--- src/rtl/tx_stat_pkg.sv ---
// Shared constants for the transmit statistics register.
// Assumes a 4-bit count per statistic and a 5-bit collision report.
package tx_stat_pkg;
    localparam int NUM_CNT  = 4;
    localparam int CNT_W    = 4;
    localparam int COLL_W   = 5;
    localparam int WORD_W   = NUM_CNT * CNT_W;
    // Counter slots; the slot number sets the nibble position in the word.
    localparam int IDX_SINGLE = 0;
    localparam int IDX_MULTI  = 1;
    localparam int IDX_DEFER  = 2;
    localparam int IDX_EXCDEF = 3;
    // Largest collision count that still classes a packet as multi-collision.
    localparam int MULTI_MAX  = 16;
endpackage

--- src/rtl/tx_event_classify.sv ---
// Turns one packet-done report into one increment request per counter.
// Assumes pkt_done is high for one cycle per finished packet; without it
// no request is raised. Purely combinational.
module tx_event_classify
    import tx_stat_pkg::*;
#(
    parameter int CW   = COLL_W,
    parameter int MMAX = MULTI_MAX
) (
    input  logic          pkt_done,
    input  logic [CW-1:0] coll_count,
    input  logic          deferred,
    input  logic          exc_deferred,
    output logic [NUM_CNT-1:0] inc
);
    localparam logic [CW-1:0] ONE  = CW'(1);
    localparam logic [CW-1:0] TWO  = CW'(2);
    localparam logic [CW-1:0] MTOP = CW'(MMAX);

    // Classify the finished packet into per-counter increment requests.
    always_comb begin
        inc             = '0;
        inc[IDX_SINGLE] = pkt_done && (coll_count == ONE);
        inc[IDX_MULTI]  = pkt_done && (coll_count >= TWO) && (coll_count <= MTOP);
        inc[IDX_DEFER]  = pkt_done && deferred;
        inc[IDX_EXCDEF] = pkt_done && exc_deferred;
    end
endmodule

--- src/rtl/stat_sat_counter.sv ---
// One saturating statistics counter with clear-on-read.
// Assumes clr and inc are single-cycle requests; an increment in the
// same cycle as a clear survives as a count of 1.
module stat_sat_counter #(
    parameter int W = 4
) (
    input  logic         clk,
    input  logic         rst_n,
    input  logic         inc,
    input  logic         clr,
    output logic [W-1:0] cnt,
    output logic         full
);
    localparam logic [W-1:0] MAXV = '1;

    // Count up to the ceiling, restart from zero (plus any event) on clear.
    always_ff @(posedge clk) begin
        if (!rst_n)
            cnt <= '0;
        else if (clr)
            cnt <= inc ? W'(1) : '0;
        else if (inc && cnt != MAXV)
            cnt <= cnt + W'(1);
    end

    // Flag the ceiling for the interrupt request.
    always_comb full = (cnt == MAXV);

    // a saturated counter never wraps
    a_r2_no_wrap: assert property (@(posedge clk) disable iff (!rst_n)
        (cnt == MAXV && !clr) |=> (cnt == MAXV));
    // a read without an event leaves zero
    a_r4_clear: assert property (@(posedge clk) disable iff (!rst_n)
        (clr && !inc) |=> (cnt == '0));
    // no request, no change
    a_r5_hold: assert property (@(posedge clk) disable iff (!rst_n)
        (!clr && !inc) |=> $stable(cnt));
endmodule

--- src/rtl/tx_stat_counters.sv ---
// Transmit statistics register: four saturating 4-bit counts packed
// into one read-only word, cleared by a host read, with an interrupt
// level while any count is at its ceiling.
// Assumes rd_strobe marks exactly one host read cycle.
module tx_stat_counters
    import tx_stat_pkg::*;
(
    input  logic              clk,
    input  logic              rst_n,
    input  logic              pkt_done,
    input  logic [COLL_W-1:0] coll_count,
    input  logic              deferred,
    input  logic              exc_deferred,
    input  logic              rd_strobe,
    output logic [WORD_W-1:0] stat_word,
    output logic              irq
);
    logic [NUM_CNT-1:0] inc;
    logic [NUM_CNT-1:0] full;

    tx_event_classify #(.CW(COLL_W), .MMAX(MULTI_MAX)) u_classify (
        .pkt_done     (pkt_done),
        .coll_count   (coll_count),
        .deferred     (deferred),
        .exc_deferred (exc_deferred),
        .inc          (inc)
    );

    // One counter per statistic, each in its own nibble of the word.
    for (genvar i = 0; i < NUM_CNT; i++) begin : g_cnt
        stat_sat_counter #(.W(CNT_W)) u_cnt (
            .clk   (clk),
            .rst_n (rst_n),
            .inc   (inc[i]),
            .clr   (rd_strobe),
            .cnt   (stat_word[i*CNT_W +: CNT_W]),
            .full  (full[i])
        );
    end

    // Request an interrupt while any counter is saturated.
    always_comb irq = |full;

    // the request can only appear after a packet report
    a_r3_irq_source: assert property (@(posedge clk) disable iff (!rst_n)
        $rose(irq) |-> $past(pkt_done));
endmodule

--- config.mk ---
export PLATFORM = sky130hd
export DESIGN_NAME = tx_stat_counters
export DESIGN_NICKNAME = d
export VERILOG_FILES = /design/src/rtl/tx_stat_pkg.sv /design/src/rtl/tx_event_classify.sv /design/src/rtl/stat_sat_counter.sv /design/src/rtl/tx_stat_counters.sv
export SDC_FILE = /design/constraint.sdc
export NUM_CORES = 1
export LEC_CHECK = 0
export BUFFER_PORTS_ARGS = -buffer_cell sky130_fd_sc_hd__buf_4
export CAP_MARGIN = 20
export CORE_MARGIN = 2
export CORE_UTILIZATION = 48
export DETAILED_ROUTE_END_ITERATION = 7
export PLACE_DENSITY = 0.74
export SYNTH_ARGS = -nofsm -noshare
export SYNTH_HDL_FRONTEND = slang
export SYNTH_SLANG_ARGS = --single-unit
--- constraint.sdc ---
create_clock -name clk -period 1.5 [get_ports clk]
set_input_delay 0.45 -clock clk [delete_from_list [all_inputs] [get_ports clk]]
set_output_delay 0.45 -clock clk [all_outputs]
set_load 0.01 [all_outputs]
==> flow_metrics.env <==
export IMPL_required_ns=1.05
export IMPL_ys_seq_area_frac=0.385
export IMPL_drt_total_wl_um=2520
export IMPL_path_cells="ha_4 > nand3_2 > nand4_1 > buf_4"
export IMPL_stdcell_area_mm2=0.00132
export IMPL_path_delay_family="flip-flops"
export IMPL_crit_path_max_incr_delay_ns=0.37
export IMPL_fin_setup_tns_ns=-0.0825
export IMPL_ys_warn_count=0
export IMPL_clock_latency_ns=0.29
export IMPL_fp_dieH_um=45.6
export IMPL_rrSetupSlack_ns=0.04
export IMPL_synthTopCellsByArea="dfxtp_1 38%, nand3_1 7.2%, ha_1 6.0%"
export IMPL_drt_iter0_drc=31
export IMPL_path_max_fanout=2
export IMPL_fin_crit_ns=1.58
export IMPL_clkTransAtPathRegs_ns=0.09
export IMPL_die_area_mm2=0.00208
export IMPL_first_pass_iters=4
export IMPL_slowest_stage="dfxtp_4"
export IMPL_switching_share=0.258
export IMPL_wl_per_cell_um=15.5
export IMPL_criticalPathCategory="reg2out"
export IMPL_slew_viol_final=0
export IMPL_syn_area_um2=832
export IMPL_rows=15
export IMPL_ant_nets=0
export IMPL_cts_inserted_buffers=3
export IMPL_slew_headroom=0.763
export IMPL_pwr_share_comb=0.147
export IMPL_ios=28
export IMPL_worst_endpoint_arrival_ns=1.13
export IMPL_top_register="g_cnt.u_cnt.cnt"
export IMPL_placedCellCount=150
export IMPL_pre_cts_ws_ns=-0.0738
export IMPL_antenna_found_initial=0
export IMPL_fin_util=0.790
export IMPL_vias_per_cell=5.82
export IMPL_yosysTopAreaCellShare=0.385
export IMPL_drcViolationCount=0
export IMPL_n_antenna_cell=0
export IMPL_layout_cells_non_filler=163
export IMPL_grt_pass1_wl_um=3660
export IMPL_start_kind="flip-flop"
export IMPL_grt_use_total=0.248
export IMPL_synth_cell_type_count=30
export IMPL_p_int_uw=585
export IMPL_core_area_mm2=0.00167
export IMPL_switchingPower_uw=204
export IMPL_ys_ff_latch=16
export IMPL_place_congestion=0.831
export IMPL_layout_setup_ws_ns=-0.0825
export IMPL_timing_hold_violations_final=0
export IMPL_grt_ovfl_total=0
export IMPL_fmax_mhz=632
export IMPL_layout_drive_gt1_share=0.486
export IMPL_portBuffers=27
export IMPL_tritoncts="yes"
export IMPL_synth_ff_type="dfxtp_1"
export IMPL_cts_sinks=16
export IMPL_max_cap_violations=0
export IMPL_hold_path_class="in2reg"
export IMPL_vias=948
export IMPL_cp_end_kind="primary output"
export IMPL_synth_edf_count=0
export IMPL_violations="setup timing"
export IMPL_area_growth_pct=58.5
export IMPL_period_share=1.06
export IMPL_reg_top3="g_cnt.u_cnt.cnt (16)"
export IMPL_worst_slew_pin_slew_ns=0.346
export IMPL_ys_top_cells_by_count="16 x dfxtp_1, 12 x nand3_1, 10 x nand2_1, 7 x a21oi_1, 7 x nor2_1"
export IMPL_n_fill_cell=124
export IMPL_setup_viol=1
export IMPL_grt_max_degree=9
export IMPL_placed_area_mm2=0.00113
export IMPL_timing_hold_ws_ns=0.409
export IMPL_fin_skew_ns=0.00112
export IMPL_grt_pass1_vias=843
export IMPL_cts_htree_levels=1
export IMPL_nets=163
export IMPL_largest_reg_flops=16
export IMPL_cts_root_buf="clkbuf_4"
export IMPL_die_w_um=45.6
export IMPL_synth_cells=97
export IMPL_pwr_share_clk=0.297
export IMPL_cp_buffers_inverters=1
export IMPL_power_density_mw_per_mm2=598
export IMPL_total_power_uw=789
export IMPL_irDropWorstVdd_v=0.000436
export IMPL_synth_most_common_cell="dfxtp_1"
export IMPL_synth_area_per_cell_um2=8.58
export IMPL_clockBufferDepth=2
export IMPL_hold_buffers=0
export IMPL_async_flop_share=0
export IMPL_leakage_nw=0.554
export IMPL_dp_hpwl_um=1670
export IMPL_yosysTopAreaCell="dfxtp_1"
export IMPL_rsz0062_at_grt="yes"
export IMPL_power_frac_seq=0.556
export IMPL_syn_nets=112
export IMPL_status="finished, violations left"
export IMPL_start_util=0.498
[cells by family after synthesis]
family / after synthesis / synth area share
and+or+nand+nor: 46 / 0.298
AOI/OAI and AO/OA: 21 / 0.156
DFF: 16 / 0.385
xor gates and xnor gates: 4 / 0.0421
muxes: 4 / 0.0496
adders and majority gates: 4 / 0.0602
buffers and inverters: 2 / 0.00901
[area by class of cell]
cell class,count,area [µm²],area share
Multi-Input combinational cell,79,582,0.441
Timing Repair Buffer,47,357,0.270
Sequential cell,16,333,0.252
Clock buffer,3,22.5,0.0171
Tap cell,17,21.3,0.0161
Inverter,1,3.75,0.00285
[metal layers]
layer / vias up / track usage / share of wire
met1: 445 / 0.296 / 0.42
met3: 4 / 0.0357 / 0.047
li1: 464 / - / -
met4: 0 / 0.0882 / 0.0099
met5: - / 0 / 0
met2: 35 / 0.442 / 0.52
[layout by cell type (no fill, tap or decap), types with 4 or more instances in the layout]
cell type / count
nand4_1: 4
a21oi_1: 7
dfxtp_1: 8
buf_4: 46
nand2_1: 10
nor2_1: 7
nand3_1: 8
ha_4: 4
dfxtp_2: 7
[worst register-to-register path, delay by kind of cell, from the launching register on]
family | cells | cell delay [ns]
and+or+nand+nor | 3 | 0.63
adders and majority gates | 1 | 0.17
buffers and inverters | 1 | 0.12
DFF | 1 | 0.35
AOI/OAI and AO/OA | 1 | 0.15
[power groups by stage]
stage               logic (mW)  registers [mW]  clock network [mW]
detailed placement       0.104           0.446                   0
floorplan               0.0393           0.450                   0
global route             0.125           0.439               0.254
CTS                      0.113           0.438               0.237
finish                   0.116           0.439               0.234
global placement         0.101           0.446                   0
[path summary, 6_finish.rpt]
path / from / end / depth (start not counted)
max: g_cnt[3].u_cnt.cnt[0]$_SDFFE_PN0P_ / irq / 4
min: rst_n / g_cnt[3].u_cnt.cnt[0]$_SDFFE_PN0P_ / 3
max reg2reg: g_cnt[0].u_cnt.cnt[1]$_SDFFE_PN0P_ / g_cnt[0].u_cnt.cnt[3]$_SDFFE_PN0P_ / 6
min reg2reg: g_cnt[3].u_cnt.cnt[2]$_SDFFE_PN0P_ / g_cnt[3].u_cnt.cnt[2]$_SDFFE_PN0P_ / 1
[what timing repair did]
item / 4_1_cts / 5_1_grt
buffers inserted: 10 / 0
setup endpoints to repair: 1 / 2
pin swaps: 4 / 0
resized for setup: 22 / 1
(Power assumes the default switching activity.)
